**config.mk**
```make
export PLATFORM = sky130hd
export DESIGN_NAME = jrt_router_tap
export DESIGN_NICKNAME = d
export VERILOG_FILES = /design/src/rtl/jrt_pkg.sv /design/src/rtl/jrt_tap_fsm.sv /design/src/rtl/jrt_route_regs.sv /design/src/rtl/jrt_child_tap.sv /design/src/rtl/jrt_router_tap.sv
export SDC_FILE = /design/constraint.sdc
export NUM_CORES = 1
export LEC_CHECK = 0
export ABC_CLOCK_PERIOD_IN_PS = 3120
export CELL_PAD_IN_SITES_DETAIL_PLACEMENT = 1
export CELL_PAD_IN_SITES_GLOBAL_PLACEMENT = 1
export CORE_ASPECT_RATIO = 0.9
export CORE_UTILIZATION = 50
export CTS_CLUSTER_SIZE = 16
export DETAILED_ROUTE_END_ITERATION = 7
export DONT_BUFFER_PORTS = 1
export PLACE_DENSITY = 0.8
export REMOVE_ABC_BUFFERS = 1
export SLEW_MARGIN = 20
export SYNTH_ARGS = -nofsm -noshare
export SYNTH_HDL_FRONTEND = slang
export SYNTH_SLANG_ARGS = --single-unit
```
**constraint.sdc**
```tcl
create_clock -name tck -period 3.12 [get_ports tck]
set_input_delay 0.156 -clock tck [delete_from_list [all_inputs] [get_ports tck]]
set_output_delay 0.156 -clock tck [all_outputs]
set_load 0.01 [all_outputs]
```
**src/rtl/jrt_pkg.sv**
```systemverilog
`timescale 1ns/1ps
package jrt_pkg;

  typedef enum logic [3:0] {
    TS_RESET, TS_IDLE,
    TS_SEL_DR, TS_CAP_DR, TS_SHIFT_DR, TS_EXIT1_DR, TS_PAUSE_DR, TS_EXIT2_DR, TS_UPD_DR,
    TS_SEL_IR, TS_CAP_IR, TS_SHIFT_IR, TS_EXIT1_IR, TS_PAUSE_IR, TS_EXIT2_IR, TS_UPD_IR
  } tap_state_e;

  localparam int IR_W = 6;
  localparam int DR_W = 32;
  localparam int AD_W = 7;
  localparam int RD_W = 24;

  localparam logic [IR_W-1:0] OP_ROUTE   = 6'h02;
  localparam logic [IR_W-1:0] OP_IDCODE  = 6'h04;
  localparam logic [IR_W-1:0] OP_CONNECT = 6'h07;
  localparam logic [IR_W-1:0] OP_BYPASS  = 6'h3F;
  localparam logic [IR_W-1:0] IR_CAPTURE = 6'b000001;

  localparam logic [7:0]      CONNECT_KEY = 8'h89;
  localparam logic [AD_W-1:0] ADDR_CTRL   = 7'h01;
  localparam logic [AD_W-1:0] ADDR_SEC    = 7'h23;
  localparam int BIT_KEEP   = 7;
  localparam int BIT_SYSRST = 0;
  localparam int BIT_ENABLE = 8;

  function automatic tap_state_e next_state(tap_state_e s, logic tms);
    case (s)
      TS_RESET:    return tms ? TS_RESET   : TS_IDLE;
      TS_IDLE:     return tms ? TS_SEL_DR  : TS_IDLE;
      TS_SEL_DR:   return tms ? TS_SEL_IR  : TS_CAP_DR;
      TS_CAP_DR:   return tms ? TS_EXIT1_DR : TS_SHIFT_DR;
      TS_SHIFT_DR: return tms ? TS_EXIT1_DR : TS_SHIFT_DR;
      TS_EXIT1_DR: return tms ? TS_UPD_DR  : TS_PAUSE_DR;
      TS_PAUSE_DR: return tms ? TS_EXIT2_DR : TS_PAUSE_DR;
      TS_EXIT2_DR: return tms ? TS_UPD_DR  : TS_SHIFT_DR;
      TS_UPD_DR:   return tms ? TS_SEL_DR  : TS_IDLE;
      TS_SEL_IR:   return tms ? TS_RESET   : TS_CAP_IR;
      TS_CAP_IR:   return tms ? TS_EXIT1_IR : TS_SHIFT_IR;
      TS_SHIFT_IR: return tms ? TS_EXIT1_IR : TS_SHIFT_IR;
      TS_EXIT1_IR: return tms ? TS_UPD_IR  : TS_PAUSE_IR;
      TS_PAUSE_IR: return tms ? TS_EXIT2_IR : TS_PAUSE_IR;
      TS_EXIT2_IR: return tms ? TS_UPD_IR  : TS_SHIFT_IR;
      default:     return tms ? TS_SEL_DR  : TS_IDLE;
    endcase
  endfunction

  // Length of the data register an instruction selects
  function automatic logic [5:0] dr_len(logic [IR_W-1:0] op);
    case (op)
      OP_IDCODE, OP_ROUTE: return 6'd32;
      OP_CONNECT:          return 6'd8;
      default:             return 6'd1;
    endcase
  endfunction

  // Shift one bit in at position len-1, LSB falls out
  function automatic logic [DR_W-1:0] shift_in(logic [DR_W-1:0] sr, logic b, logic [5:0] len);
    logic [DR_W-1:0] r;
    r = sr >> 1;
    r[5'(len - 6'd1)] = b;
    return r;
  endfunction

  function automatic logic            rs_write(logic [DR_W-1:0] w); return w[31];    endfunction
  function automatic logic [AD_W-1:0] rs_addr (logic [DR_W-1:0] w); return w[30:24]; endfunction
  function automatic logic [RD_W-1:0] rs_data (logic [DR_W-1:0] w); return w[23:0];  endfunction

endpackage

```
**src/rtl/jrt_tap_fsm.sv**
```systemverilog
`timescale 1ns/1ps
module jrt_tap_fsm
  import jrt_pkg::*;
(
  input  logic       tck,
  input  logic       trst_n,
  input  logic       tms,
  output tap_state_e state
);
  always_ff @(posedge tck or negedge trst_n) begin
    if (!trst_n) state <= TS_RESET;
    else         state <= next_state(state, tms);
  end
endmodule

```
**src/rtl/jrt_route_regs.sv**
```systemverilog
`timescale 1ns/1ps
module jrt_route_regs
  import jrt_pkg::*;
#(
  parameter int IDLE_CLKS = 10
)(
  input  logic            tck,
  input  logic            trst_n,
  input  logic            in_reset,
  input  logic            in_idle,
  input  logic            upd_connect,
  input  logic            upd_route,
  input  logic [DR_W-1:0] dr_word,
  output logic            connected,
  output logic            linked,
  output logic            sec_en,
  output logic            keep_pwr,
  output logic            sys_rst,
  output logic [DR_W-1:0] rd_word
);
  localparam int CW = $clog2(IDLE_CLKS + 1);

  logic [RD_W-1:0] ctrl_q, sec_q, sel_data;
  logic [AD_W-1:0] last_addr;
  logic [CW-1:0]   idle_cnt;

  always_ff @(posedge tck or negedge trst_n) begin
    if (!trst_n) begin
      connected <= 1'b0; ctrl_q <= '0; sec_q <= '0;
      last_addr <= '0;  linked <= 1'b0; idle_cnt <= '0;
    end else if (in_reset) begin
      connected <= 1'b0; ctrl_q <= '0; sec_q <= '0;
      last_addr <= '0;  linked <= 1'b0; idle_cnt <= '0;
    end else begin
      if (upd_connect) connected <= (dr_word[7:0] == CONNECT_KEY);
      // link qualification: count idle edges while enabled
      if (!sec_q[BIT_ENABLE]) begin
        linked   <= 1'b0;
        idle_cnt <= '0;
      end else if (!linked && in_idle) begin
        if (idle_cnt == CW'(IDLE_CLKS - 1)) linked <= 1'b1;
        idle_cnt <= idle_cnt + 1'b1;
      end
      if (upd_route && connected) begin
        last_addr <= rs_addr(dr_word);
        if (rs_write(dr_word)) begin
          if (rs_addr(dr_word) == ADDR_CTRL) ctrl_q <= rs_data(dr_word);
          if (rs_addr(dr_word) == ADDR_SEC) begin
            sec_q <= rs_data(dr_word);
            if (!dr_word[BIT_ENABLE]) begin
              linked   <= 1'b0;
              idle_cnt <= '0;
            end
          end
        end
      end
    end
  end

  always_comb begin
    if (last_addr == ADDR_CTRL)     sel_data = ctrl_q;
    else if (last_addr == ADDR_SEC) sel_data = sec_q;
    else                            sel_data = '0;
  end

  assign rd_word  = connected ? {1'b0, last_addr, sel_data} : {1'b1, {(DR_W-1){1'b0}}};
  assign sec_en   = sec_q[BIT_ENABLE];
  assign keep_pwr = ctrl_q[BIT_KEEP];
  assign sys_rst  = ctrl_q[BIT_SYSRST];
endmodule

```
**src/rtl/jrt_child_tap.sv**
```systemverilog
`timescale 1ns/1ps
module jrt_child_tap
  import jrt_pkg::*;
#(
  parameter int IRW = 4
)(
  input  logic       tck,
  input  logic       trst_n,
  input  logic       hold,
  input  tap_state_e state,
  input  logic       si,
  output logic       so
);
  localparam logic [IRW-1:0] CAP = IRW'(1);

  logic [IRW-1:0] ir_sr;
  logic           bp;

  always_ff @(posedge tck or negedge trst_n) begin
    if (!trst_n) begin
      ir_sr <= '0; bp <= 1'b0;
    end else if (hold) begin
      ir_sr <= '0; bp <= 1'b0;
    end else begin
      case (state)
        TS_CAP_IR:   ir_sr <= CAP;
        TS_SHIFT_IR: ir_sr <= {si, ir_sr[IRW-1:1]};
        TS_CAP_DR:   bp    <= 1'b0;
        TS_SHIFT_DR: bp    <= si;
        default: ;
      endcase
    end
  end

  assign so = (state == TS_SHIFT_IR) ? ir_sr[0] : bp;
endmodule

```
**src/rtl/jrt_router_tap.sv**
```systemverilog
`timescale 1ns/1ps
module jrt_router_tap
  import jrt_pkg::*;
#(
  parameter logic [31:0] IDCODE_VAL = 32'h4B1D_602F,
  parameter int          IDLE_CLKS  = 10,
  parameter int          CHILD_IR_W = 4
)(
  input  logic tck,
  input  logic trst_n,
  input  logic tms,
  input  logic tdi,
  output logic tdo,
  output logic sys_rst_o,
  output logic keep_pwr_o,
  output logic sec_sel_o
);
  tap_state_e      state;
  logic [IR_W-1:0] ir_sr, ir_q;
  logic [DR_W-1:0] dr_sr, cap_val, rd_word;
  logic            connected, linked, sec_en, router_so, child_so, shifting;
  logic            upd_connect, upd_route;

  jrt_tap_fsm u_fsm (.tck(tck), .trst_n(trst_n), .tms(tms), .state(state));

  always_ff @(posedge tck or negedge trst_n) begin
    if (!trst_n) begin
      ir_sr <= '0;
      ir_q  <= OP_IDCODE;
    end else begin
      case (state)
        TS_RESET:    ir_q  <= OP_IDCODE;
        TS_CAP_IR:   ir_sr <= IR_CAPTURE;
        TS_SHIFT_IR: ir_sr <= {tdi, ir_sr[IR_W-1:1]};
        TS_UPD_IR:   ir_q  <= ir_sr;
        default: ;
      endcase
    end
  end

  always_comb begin
    case (ir_q)
      OP_IDCODE:  cap_val = IDCODE_VAL;
      OP_CONNECT: cap_val = {{(DR_W-1){1'b0}}, connected};
      OP_ROUTE:   cap_val = rd_word;
      default:    cap_val = '0;
    endcase
  end

  always_ff @(posedge tck or negedge trst_n) begin
    if (!trst_n) dr_sr <= '0;
    else if (state == TS_CAP_DR)   dr_sr <= cap_val;
    else if (state == TS_SHIFT_DR) dr_sr <= shift_in(dr_sr, tdi, dr_len(ir_q));
  end

  assign upd_connect = (state == TS_UPD_DR) && (ir_q == OP_CONNECT);
  assign upd_route   = (state == TS_UPD_DR) && (ir_q == OP_ROUTE);

  jrt_route_regs #(.IDLE_CLKS(IDLE_CLKS)) u_regs (
    .tck(tck), .trst_n(trst_n),
    .in_reset(state == TS_RESET), .in_idle(state == TS_IDLE),
    .upd_connect(upd_connect), .upd_route(upd_route), .dr_word(dr_sr),
    .connected(connected), .linked(linked), .sec_en(sec_en),
    .keep_pwr(keep_pwr_o), .sys_rst(sys_rst_o), .rd_word(rd_word)
  );

  assign shifting  = (state == TS_SHIFT_IR) || (state == TS_SHIFT_DR);
  assign router_so = (state == TS_SHIFT_IR) ? ir_sr[0] : dr_sr[0];

  jrt_child_tap #(.IRW(CHILD_IR_W)) u_child (
    .tck(tck), .trst_n(trst_n), .hold(!(linked && sec_en)),
    .state(state), .si(router_so), .so(child_so)
  );

  assign tdo       = shifting ? (linked ? child_so : router_so) : 1'b0;
  assign sec_sel_o = linked;
endmodule

```
Word level (Yosys, flattened, before mapping)
Index checks and enable logic that the tools add are counted.
{ "totals": {"ff_bits": 114, "out_inout_bits": 4} }
{ "op_classes": {"n_addsub": 2, "n_reduce_logical": 22, "eq_ne": 26, "mux": 62, "magnitude_cmp": 2} }
{ "ops": {"columns": ["cell", "count"], "rows": [
  ["2-to-1 mux 24 bit", 10],
  ["2-to-1 mux 32 bit", 3],
  ["one-hot mux 32 bit (3 select lines)", 1],
  ["2-to-1 mux 4 bit", 12],
  ["one-hot mux 4 bit (11 select lines)", 1],
  ["== test 4 bit, second input constant", 9],
  ["bitwise mux 32 bit", 1],
  ["one-hot mux 6 bit (2 select lines)", 2],
  ["2-to-1 mux 1 bit", 19],
  ["== test 4 x 3 -> 1 bit, second input constant", 4],
  ["one-hot mux 4 bit (2 select lines)", 2],
  ["nonzero test 2 bit", 8],
  ["== test 7 x 1 -> 1 bit, second input constant", 2],
  ["== test 7 x 6 -> 1 bit, second input constant", 2],
  ["2-to-1 mux 7 bit", 2],
  ["== test 6 x 3 -> 1 bit, second input constant", 2],
  ["2-to-1 mux 5 bit", 2],
  ["== test 4 x 2 -> 1 bit, second input constant", 2],
  ["== test 8 bit, second input constant", 1],
  ["== test 6 x 2 -> 1 bit, second input constant", 1],
  ["logical AND 1 bit", 6],
  ["less-than comparator 5 x 6 -> 1 bit, second input constant", 1],
  ["2-to-1 mux 2 bit", 3],
  ["2-to-1 mux 3 bit", 2],
  ["13 further kinds", 16]
]} }

Depth between registers and ports, before layout
Gate-level depths: netlist of the first run.
{ "depth": {"ltp_word": 13, "depth_mapped": 7} }

Cells and area by module
Synthesis of the first run repeated with hierarchy kept, for this count alone.
{ "unflattened": {"cells_unflattened": 654, "area_unflattened_um2": 6095.8} }
{ "by_module_without_submodules": {"columns": ["mod", "cells_each", "area_each_um2", "seq_area_each_um2", "n_inst"], "rows": [
  ["jrt_route_regs", 321, 3220.6, 1526.5, 1],
  ["jrt_router_tap", 271, 2306.0, 1102.3, 1],
  ["jrt_tap_fsm", 37, 300.3, 100.1, 1],
  ["jrt_child_tap", 25, 269.0, 125.1, 1]
]} }

Least setup slack after synthesis of the first run
No wires, ideal clock.
{ "synth_path": {"kind": "reg-to-reg", "startpoint": "register u_fsm.state[0]", "endpoint": "register dr_sr[28]", "path_buffers": 3, "path_stages_with_launch": 8, "arrival_time_ns": 1.654, "setup_slack_ns": 1.340, "cell_sequence": "dfrtp_1 buf_2 or3b_1 a21o_1 clkbuf_1 buf_2 a221oi_1 nor2_1"} }
{ "synth_between": {"elab_chain_len": 2, "elab_cells_between_ends": 4, "cone_classes": "eq/ne: 2; mux: 1; reduce/logical: 1"} }
{ "synth_rtl": {"columns": ["item", "line_no", "text"], "rows": [
  ["start: declaration", "jrt_tap_fsm.sv:8", "output tap_state_e state"],
  ["start signal: assignment", "jrt_tap_fsm.sv:12", "else state <= next_state(state, tms);"],
  ["== test 4 x 2 -> 1 bit or == test 4 x 3 -> 1 bit (tied branches)", "jrt_router_tap.sv:52, jrt_router_tap.sv:53", null],
  ["2-to-1 mux 32 bit or nonzero test 2 bit (tied branches)", null, null],
  ["end signal: assignment", "jrt_router_tap.sv:52", "else if (state == TS_CAP_DR) dr_sr <= cap_val;"],
  ["end signal: assignment", "jrt_router_tap.sv:53", "else if (state == TS_SHIFT_DR) dr_sr <= shift_in(dr_sr, tdi, dr_len(ir_q));"],
  ["end: declaration", "jrt_router_tap.sv:20", "logic [DR_W-1:0] dr_sr, cap_val, rd_word;"]
]} }
Parallel ways exist; a longest one is shown, timed or not.
A chain may end at the register's enable or synchronous reset.

Worst setup path after layout of the first run
{ "layout_path": {"startpoint": "register u_fsm.state[2]", "endpoint": "output port tdo"} }
{ "layout_between": {"elab_chain_len": 4, "elab_cells_between_ends": 7, "cone_classes": "eq/ne: 2; mux: 4; reduce/logical: 1"} }
{ "layout_rtl": {"columns": ["item", "line_no", "text"], "rows": [
  ["== test 4 bit", "jrt_child_tap.sv:35, jrt_router_tap.sv:67, jrt_router_tap.sv:68", null],
  ["2-to-1 mux 1 bit, on equally long branches", "jrt_router_tap.sv:68, jrt_child_tap.sv:35", null],
  ["2-to-1 mux 1 bit", "jrt_router_tap.sv:75", "assign tdo = shifting ? (linked ? child_so : router_so) : 1'b0;"],
  ["2-to-1 mux 1 bit *", "jrt_router_tap.sv:75", null],
  ["end: declaration", "jrt_router_tap.sv:13", "output logic tdo,"]
]} }
Every way passes the cells marked *; elsewhere a longest branch is shown, timed or not.

==> results.toml, run 1 <==
[status]
outcome = "finished clean"

[clock_tree]
cts_buffer_depth = 2
clock_latency_ps = 430
clock_sinks = 114
cts_root_buf = "clkbuf_16"
numCtsBuffers = 17
path_clk_slew_ps = 50
cts_tree = "yes"
htreeDepth = 4

[timing]
setup_slack_ps = 414.5
hold_viol_final = 0
fin_skew_ps = 8.577
fin_tns_setup_ps = 0
slew_headroom_pct = 39.46
slew_violations = 0
finalCritPeriodShare_pct = 86.71
setup_viol = 0
fin_crit_ps = 2706
tightest_slew_ps = 908.1
clock.fmax_mhz = 369.6
grt_setup_unrepaired = "false"

[power]
ir_drop_uv = 469.1
clockPowerShare_pct = 33.7
p_sw_share_pct = 37.73
seq_power_share_pct = 37.9
p_per_area_nw_per_um2 = 897.1
intPower_uw = 3660
switchingPower_uw = 2217
combPwrFrac_pct = 28.5
p_leak_uw = 0.002699

[yosys]
yosysSeqAreaShare_pct = 48.97
yosys_register_bits = 114
syn-cell-area_um2 = 5828
ys_types = 62
async_flop_share_pct = 100.0
ys_warn_count = 0
ys.flop_type = "dfrtp_1"
synth-edff-count = 0
syn_avg_cell_area_um2 = 9.236
syn_inst = 631

[worst_setup_path]
critPathMaxStageDelay_ps = 740
path_cells = "or3b_1 > nand2b_1 > a21boi_0"
cpMaxStageDelayCell = "dfrtp_1"
setup.worst_path.end_class = "primary output"
crit_fanout = 20
crit_path_start_kind = "flop"
worstPathRequired_ps = 2960
path_class = "reg -> out"
cp.arrival_ps = 2550

[route]
routed_wl_um = 18180
drc_errors = 0
drt_iter0_drc = 482
viasPerCell = 6.737
wl_met1_um = 8191
drtPass1Iterations = 5
via_count = 5241
ant_nets = 0
routed-wl-met2_um = 8616
routed.top_layer = "met4"
met3_length_um = 1041
wl_per_cell_um = 23.37

[die]
die_w_um = 115.8
die-area_um2 = 12090
ioPinCount = 8
initial_core_util_pct = 51.18
fp.dieH_um = 104.4
rows = 37
core-area_um2 = 11390

[grt]
grt_max_degree = 115
grt_first_pass_wirelength_um = 30040
first_global_vias = 5455
antenna_found_initial = 0
track_usage_pct = 33.17
overflow = 0

[min_path]
hold_class = "in -> reg"

[place]
dp_cells = 742
hpwl_um = 10470
gp_congestion = 0.8077
port_buffers = 0
place_ws_ps = 558.3
dpl-instance-area_um2 = 5896

[final_layout]
fin_cells = 778
n_antenna_cell = 0
utilization_pct = 57.53
area_growth_pct = 12.41
postLayoutCellArea_um2 = 6551
drive_above_1_share_pct = 10.61
fin_nets = 615

[run]
drv_cap = 0
sequential cells by signal, indices dropped and copies added (netlist names):
signal	count
u_regs.linked	1
ir_q	6
ir_sr	6
u_child.bp	1
u_regs.connected	1
u_regs.idle_cnt	4
u_regs.sec_q	24
u_regs.last_addr	7
dr_sr	32
u_child.ir_sr	4
u_fsm.state	4
u_regs.ctrl_q	24
repair_timing:
action	in CTS	in global routing
hold buffers	4	0
hold endpoints to repair	120	0
resized for setup	0	0
buffers inserted	0	0
worst max-delay path: cells and delay by family, from the launching register on:
family / cells / cell delay, ps
simple gates: 2 / 980
flops: 1 / 740
compound gates: 1 / 390
placed cells by master, fill, tap and decap left out, types with 17 or more instances in the layout:
cell type,n
buf_4,18
dfrtp_1,113
nand3_1,23
clkbuf_16,17
nor2_1,37
nand2_1,42
a22o_1,29
nand4_1,49
o21ai_0,74
a21oi_1,76
power by group through the flow:
stage          sequential, uW  combinational (uW)  clock [uW]
4_1_cts                  2210                1650        2010
3_5_place_dp             2230                1580           0
3_3_place_gp             2210                1500           0
6_report                 2230                1670        1980
5_1_grt                  2270                1830        2070
2_1_floorplan            2090                1100           0
stage by stage:
| stage | hold slack [ps] | total power (uW) |
|---|---|---|
| CTS | 1.942 | 5872 |
| global route | 42.50 | 6166 |
| global placement | -133.4 | 3709 |
| finish | 8.919 | 5877 |
| floorplan | -139.6 | 3195 |
| detailed placement | -134.4 | 3808 |
synthesized netlist by cell type, types with 3 or more instances:
master,n,share of area (%)
nor4_1,3,0.32
nor3_1,11,0.94
buf_1,3,0.19
mux2i_1,4,0.69
nand2_1,42,2.7
a22o_1,29,4.4
and2_1,4,0.43
o311a_1,5,0.86
clkbuf_1,40,2.6
nand2b_1,3,0.32
a22oi_1,8,1.0
xnor2_1,4,0.60
o21ai_1,11,0.94
nor2b_1,3,0.32
nand3_1,23,2.0
a211oi_1,5,0.64
a21oi_1,77,6.6
o21ai_0,74,6.4
buf_2,16,1.4
a31oi_1,8,0.86
nand4_1,49,5.3
nor2_1,39,2.5
dfrtp_1,113,49
and3_1,4,0.43
a221oi_1,5,0.75
final cells by class:
type | count | area [um2]
clock buffer | 22 | 464.2
clock inverter | 10 | 133.9
fill | 1278 | 4837
inverter | 3 | 11.26
multi-input combinational | 451 | 2700
sequential | 114 | 2854
tap | 156 | 195.2
timing repair buffer | 22 | 192.7
routing by layer:
layer / GRT usage, % / vias to the layer above
li1: - / 2325
met2: 50.17 / 168
met3: 7.809 / 31
met1: 46.31 / 2717
met4: 11.90 / 0
met5: 0 / -
final timing paths:
kind	start	endpoint	slack, ps	depth (start not counted)
min in group asynchronous	trst_n	dr_sr[25]$_DFFE_PN0N_	380	2
setup / recovery	u_fsm.state[2]$_DFF_PN0_	tdo	410	3
hold / removal	tms	u_fsm.state[1]$_DFF_PN0_	9	3
setup reg to reg	u_fsm.state[1]$_DFF_PN0_	u_regs.ctrl_q[9]$_DFFE_PN0P_	490	5
hold reg to reg	ir_sr[2]$_DFFE_PN0P_	ir_sr[2]$_DFFE_PN0P_	540	1
max in group asynchronous	trst_n	ir_sr[1]$_DFFE_PN0P_	2280	2
cells by family after synthesis:
group / after synthesis / synth area share (%)
AO/OA/AOI/OAI: 237 / 24.58
XOR/XNOR: 5 / 0.7514
adder cells (fa/ha/maj): 2 / 0.4293
buffers and inverters: 66 / 4.981
flip-flops: 114 / 48.97
multiplexers: 6 / 1.267
AND/OR/NAND/NOR: 201 / 19.02
Note: power is estimated with default switching activity, not from simulation.
==> run 2, diff against run 1 <==
==> constraint.sdc (replaced) <==
create_clock -name tck -period 3.12 [get_ports tck]
set_input_delay 0 -clock tck [delete_from_list [all_inputs] [get_ports tck]]
set_output_delay 0 -clock tck [all_outputs]
set_load 0.01 [all_outputs]
==> run 2 against run 1 <==
  * Design area grew 0.92%
  * Wire length grew 4.7%
  * Clock skew grew 3.7 ps
  * Global-route usage grew 0.58 points
  * Count of clock-buffer cells in the layout grew 1
  * First-iteration DRC count shrank 15%
  * Critical path type is now reg -> reg
  * Critical endpoint is now dr_sr[9]$_DFFE_PN0N_
  * Highest routed layer unchanged
==> results.toml, run 2 (synthesized netlist as in run 1, its figures left out) <==
[worst_setup_path]
path_class = "reg -> reg"
cp_num_buf_inv = 0
crit_path_start_kind = "flop"
cpMaxStageDelayCell = "a21o_1"
critPathMaxStageDelay_ps = 820
cp_top_family = "compound AO/OA/AOI/OAI gates"
cp.arrival_ps = 3080
worstPathRequired_ps = 3430
setup.worst_path.end_class = "flop"
crit_fanout = 27
path_cells = "or3b_1 > a21o_1 > o21ai_0 > a211oi_1"

[route]
drt_iter0_drc = 408
routed_wl_um = 19030
routed-wl-met2_um = 9133
wl_per_cell_um = 24.46
met3_length_um = 1030
drtPass1Iterations = 5
drc_errors = 0
viasPerCell = 6.902
wl_met1_um = 8494
ant_nets = 0
via_count = 5370
routed.top_layer = "met4"

[clock_tree]
cts_root_buf = "clkbuf_16"
numCtsBuffers = 17
path_clk_slew_ps = 60
ctsHoldBuffers = 4
postCtsSetupRepairBufs = 0
ctsResizeCount = 0
htreeDepth = 4
clock_latency_ps = 420
clock_sinks = 114
cts_buffer_depth = 2
cts_tree = "yes"

[min_path]
hold_class = "in -> async"

[timing]
hold_viol_final = 0
setup_viol = 0
tightest_slew_ps = 946.4
fin_skew_ps = 12.32
slew_headroom_pct = 36.90
finalCritPeriodShare_pct = 89.03
setup_slack_ps = 342.2
fin_crit_ps = 2778
grt_setup_unrepaired = "false"
slew_violations = 0
clock.fmax_mhz = 360.0

[final_layout]
n_antenna_cell = 0
layout_commonest_cell = "dfrtp_1"
most-common-layout-cells = "dfrtp_1, a21oi_1, o21ai_0, nand4_1, nand2_1"
fin_nets = 616
area_growth_pct = 13.44
seqCellArea_um2 = 2854
reg_top3 = "dr_sr (32), u_regs.ctrl_q (24), u_regs.sec_q (24)"
regMostFlops = "dr_sr"
drive_above_1_share_pct = 10.77
multi_input_area_um2 = 2700
largest_reg_flops = 32
fill_cells = 1284

[power]
seq_power_share_pct = 36.5
combPwrFrac_pct = 28.5
total_power_uw = 6077
ir_drop_uv = 443.2
intPower_uw = 3807
p_per_area_nw_per_um2 = 919.2
p_sw_share_pct = 37.35
clockPowerShare_pct = 35.0
p_leak_uw = 0.002714
switchingPower_uw = 2270

[place]
port_buffers = 0
place_ws_ps = 561.1
gp_congestion = 0.8250
hpwl_um = 10760

[die]
ioPinCount = 8
rows = 37
die-area_um2 = 12090
die_w_um = 115.8
fp.dieH_um = 104.4
initial_core_util_pct = 51.18
core-area_um2 = 11390

[run]
drv_cap = 0

[grt]
antenna_found_initial = 0
track_usage_pct = 33.75
grt_first_pass_wirelength_um = 30680
first_global_vias = 5412
overflow = 0
grt_max_degree = 115

[status]
outcome = "finished clean"
[run 2: cell types whose count changed in the layout (fill, tap and decap cells not counted), sizes merged]
cell / before / now
buf: 19 / 20
bufinv: 3 / 4
clkbuf: 22 / 23
clkinv: 6 / 1
clkinvlp: 2 / 4
[run 2: power by group through the flow]
stage | registers [uW] | logic (uW) | clock network, uW
3_5_place_dp | 2220 | 1620 | 0
4_1_cts | 2200 | 1710 | 2140
5_1_grt | 2260 | 1890 | 2210
2_1_floorplan | 2090 | 1100 | 0
3_3_place_gp | 2190 | 1540 | 0
6_report | 2220 | 1730 | 2130
[run 2: area by class of cell]
cell class	instances	share of cell area [%]
well taps	156	2.952
clock buffers	23	7.381
multi-input cells	451	40.84
clock inverters	8	2.271
inverters	3	0.1703
repair buffers	23	3.217
flip-flops and latches	114	43.17
[run 2: final timing paths]
check,start,to,slack (ps),cells after the start
max in group asynchronous,trst_n,u_regs.sec_q[22]$_DFFE_PN0P_,2440,2
min in group tck,tdi,ir_sr[5]$_DFFE_PN0P_,490,2
min,trst_n,u_regs.sec_q[17]$_DFFE_PN0P_,220,2
max reg2reg,u_fsm.state[1]$_DFF_PN0_,dr_sr[9]$_DFFE_PN0N_,340,4
min reg2reg,ir_sr[2]$_DFFE_PN0P_,ir_q[2]$_DFFE_PN1P_,520,2
max,u_fsm.state[1]$_DFF_PN0_,dr_sr[9]$_DFFE_PN0N_,340,4
[run 2: metrics by stage]
stage | setup TNS [ps] | hold slack (ps) | utilization, % | cells | instance area [um2]
after floorplan | -75210 | -295.6 | - | 568 | 5549
after global placement | 0 | -289.2 | 51.94 | 743 | 5916
after detailed placement | 0 | -290.6 | 51.94 | 743 | 5916
after CTS | 0 | 260.1 | 58.05 | 778 | 6611
after global routing | 0 | 262.2 | 58.05 | 778 | 6611
final | 0 | 217.5 | 58.05 | 778 | 6611
[run 2: worst register-to-register path, stage by stage, from the launching register on]
cell and delay, ps:
dfrtp_1 750, or3b_1 540, a21o_1 820, o21ai_0 220, a211oi_1 330
[run 2: routing by layer]
metal / global-route usage, % / up-vias
met5: 0 / -
met4: 12.36 / 0
met3: 6.818 / 28
met2: 50.30 / 191
met1: 48.48 / 2822
li1: - / 2329
==> run 3, diff against run 2 <==
--- a/config.mk
+++ b/config.mk
@@ -18,4 +18,5 @@
 export SLEW_MARGIN = 20
 export SYNTH_ARGS = -nofsm -noshare
 export SYNTH_HDL_FRONTEND = slang
+export SYNTH_HIERARCHICAL = 1
 export SYNTH_SLANG_ARGS = --single-unit
==> run 3 against run 2 <==
  * Critical endpoint is now u_regs/ctrl_q[21]$_DFFE_PN0P_
  * Die area is 4.5% higher
  * Clock power is 3% lower
  * Largest cell class is now multi-input combinational cells
  * Clock skew is 6.1 ps lower
  * Cell count is 3.9% higher
  * Critical path type unchanged
==> results.toml, run 3 <==
[final_layout]
layout_commonest_cell = "dfrtp_1"
fin_nets = 645
most-common-layout-cells = "dfrtp_1, nand2b_1, nand2_1, nor2_1, mux2i_1"
postLayoutCellArea_um2 = 6895
regMostFlops = "dr_sr"
fill_cells = 1311
drive_above_1_share_pct = 10.28
area_growth_pct = 13.12
utilization_pct = 59.11
largest_reg_flops = 32
n_antenna_cell = 0
reg_top3 = "dr_sr (32), u_regs/ctrl_q (24), u_regs/sec_q (24)"

[die]
initial_core_util_pct = 52.25
fp.dieH_um = 106.8
rows = 37
die-area_um2 = 12640
die_w_um = 118.4
core-area_um2 = 11670
ioPinCount = 8

[yosys]
ys_types = 61
syn-cell-area_um2 = 6096
ys.flop_type = "dfrtp_1"
yosys.area.top_type_share_pct = 46.39
syn_avg_cell_area_um2 = 9.321
yosys_register_bits = 114
yosysMostFrequentCell = "dfrtp_1"
async_flop_share_pct = 100.0
netlist_top_cells_area = "dfrtp_1, mux2i_1, nand2b_1, nand2_1, nor2_1"
yosysSeqAreaShare_pct = 46.82
yosys.area.top_type = "dfrtp_1"
ys_warn_count = 6
synth-edff-count = 0
synthTopCellsByCount = "dfrtp_1, nand2b_1, nand2_1"
syn_inst = 654

[grt]
track_usage_pct = 27.62
grt_max_degree = 115
antenna_found_initial = 0
grt_first_pass_wirelength_um = 27060
first_global_vias = 5206
overflow = 0

[power]
p_per_area_nw_per_um2 = 870.5
total_power_uw = 6002
p_leak_uw = 0.002917
ir_drop_uv = 528.2

[clock_tree]
cts_tree = "yes"
cts_buffer_depth = 2
ctsResizeCount = 0
cts_root_buf = "clkbuf_16"
clock_sinks = 114
numCtsBuffers = 17
path_clk_slew_ps = 50
clock_latency_ps = 410
htreeDepth = 4

[worst_setup_path]
worstPathRequired_ps = 3440
crit_path_start_kind = "flop"
rrSetupSlack_ps = 490
crit_fanout = 20
cp.arrival_ps = 2940
path_class = "reg -> reg"
setup.worst_path.end_class = "flop"

[route]
wl_per_cell_um = 19.74
via_count = 4839
drt_iter0_drc = 319
routed_wl_um = 15950
drtPass1Iterations = 5
ant_nets = 0
viasPerCell = 5.989
drc_errors = 0

[min_path]
hold_class = "in -> reg"

[timing]
fin_skew_ps = 6.244
tightest_slew_ps = 868.8
slew_headroom_pct = 41.92
clock.fmax_mhz = 380.9
setup_viol = 0
slew_violations = 0
hold_viol_final = 0
whs_ps = 25.42
fin_crit_ps = 2625
finalCritPeriodShare_pct = 84.15
grt_setup_unrepaired = "false"

[place]
hpwl_um = 9354
gp_congestion = 0.7462
dpl-instance-area_um2 = 6210
port_buffers = 0

[status]
outcome = "finished clean"

[run]
drv_cap = 0
## run 3: cell count changes after synthesis, moves of 19 or more
cell      delta
a22o_1      -29
mux2i_1     +49
nand2b_1    +74
a21oi_1     -40
nand4_1     -47
o21ai_0     -44
nand2_1     +19
## run 3: layer usage
| layer | global-route usage, % | part of all wire, % | vias to the layer above |
|---|---|---|---|
| met4 | 9.042 | 1.2 | 0 |
| met2 | 48.78 | 52 | 90 |
| met3 | 5.372 | 3.9 | 17 |
| li1 | - | - | 2254 |
| met1 | 34.14 | 43 | 2478 |
| met5 | 0 | 0 | - |
## run 3: path summary, 6_finish.rpt
path	cells after the start	from	end
worst max-delay path	8	ir_q[3]$_DFFE_PN0P_	u_regs/ctrl_q[21]$_DFFE_PN0P_
worst min-delay path	3	tms	u_fsm/state[1]$_DFF_PN0_
worst max register to register	8	ir_q[3]$_DFFE_PN0P_	u_regs/ctrl_q[21]$_DFFE_PN0P_
worst min register to register	2	dr_sr[18]$_DFFE_PN0P_	dr_sr[18]$_DFFE_PN0P_
max in group asynchronous	2	trst_n	u_regs/sec_q[20]$_DFFE_PN0P_
min in group asynchronous	2	trst_n	u_regs/sec_q[14]$_DFFE_PN0P_
## run 3: cell families after synthesis
logic type	count (synthesis)	synth area share [%]
simple gates	275	23.91
compound gates	142	14.37
flops	114	46.82
buf+inv	62	4.741
mux	56	9.318
xor+xnor	3	0.4311
fa+ha+maj	2	0.4104
## run 3: stage by stage
step / setup slack, ps / instances / setup TNS, ps
floorplan: -2584 / 599 / -153790
global placement: 645.9 / 772 / 0
detailed placement: 538.6 / 772 / 0
CTS: 494.2 / 808 / 0
global route: 284.2 / 808 / 0
finish: 494.5 / 808 / 0
## run 3: report_power, final
group	switching [uW]	internal [uW]
clock	669	1390
sequential	341	1770
combinational	1120	709
total	2130	3870
## run 3: what timing repair did
item / 4_1_cts / 5_1_grt
hold endpoints to repair: 122 / 0
hold buffers: 4 / 0
setup buffers: 0 / 0
setup endpoints to repair: 0 / 0
## run 3: critical path, stage by stage (launching register included)
cell and delay, ps:
dfrtp_1 410, or3_1 440, nor3_4 180, nor2b_1 160, buf_4 180, nand4_1 240, nor4_2 230, buf_4 410
mux2i_1 290
## run 3: final cells by class
class	instances	area, um2	share of cell area (%)
inverter	7	26.28	0.3811
clock buffer	21	470.5	6.823
clock inverter	11	157.7	2.286
tap	156	195.2	2.831
multi-input combinational	478	2994	43.42
timing repair buffer	21	197.7	2.867
sequential	114	2854	41.39
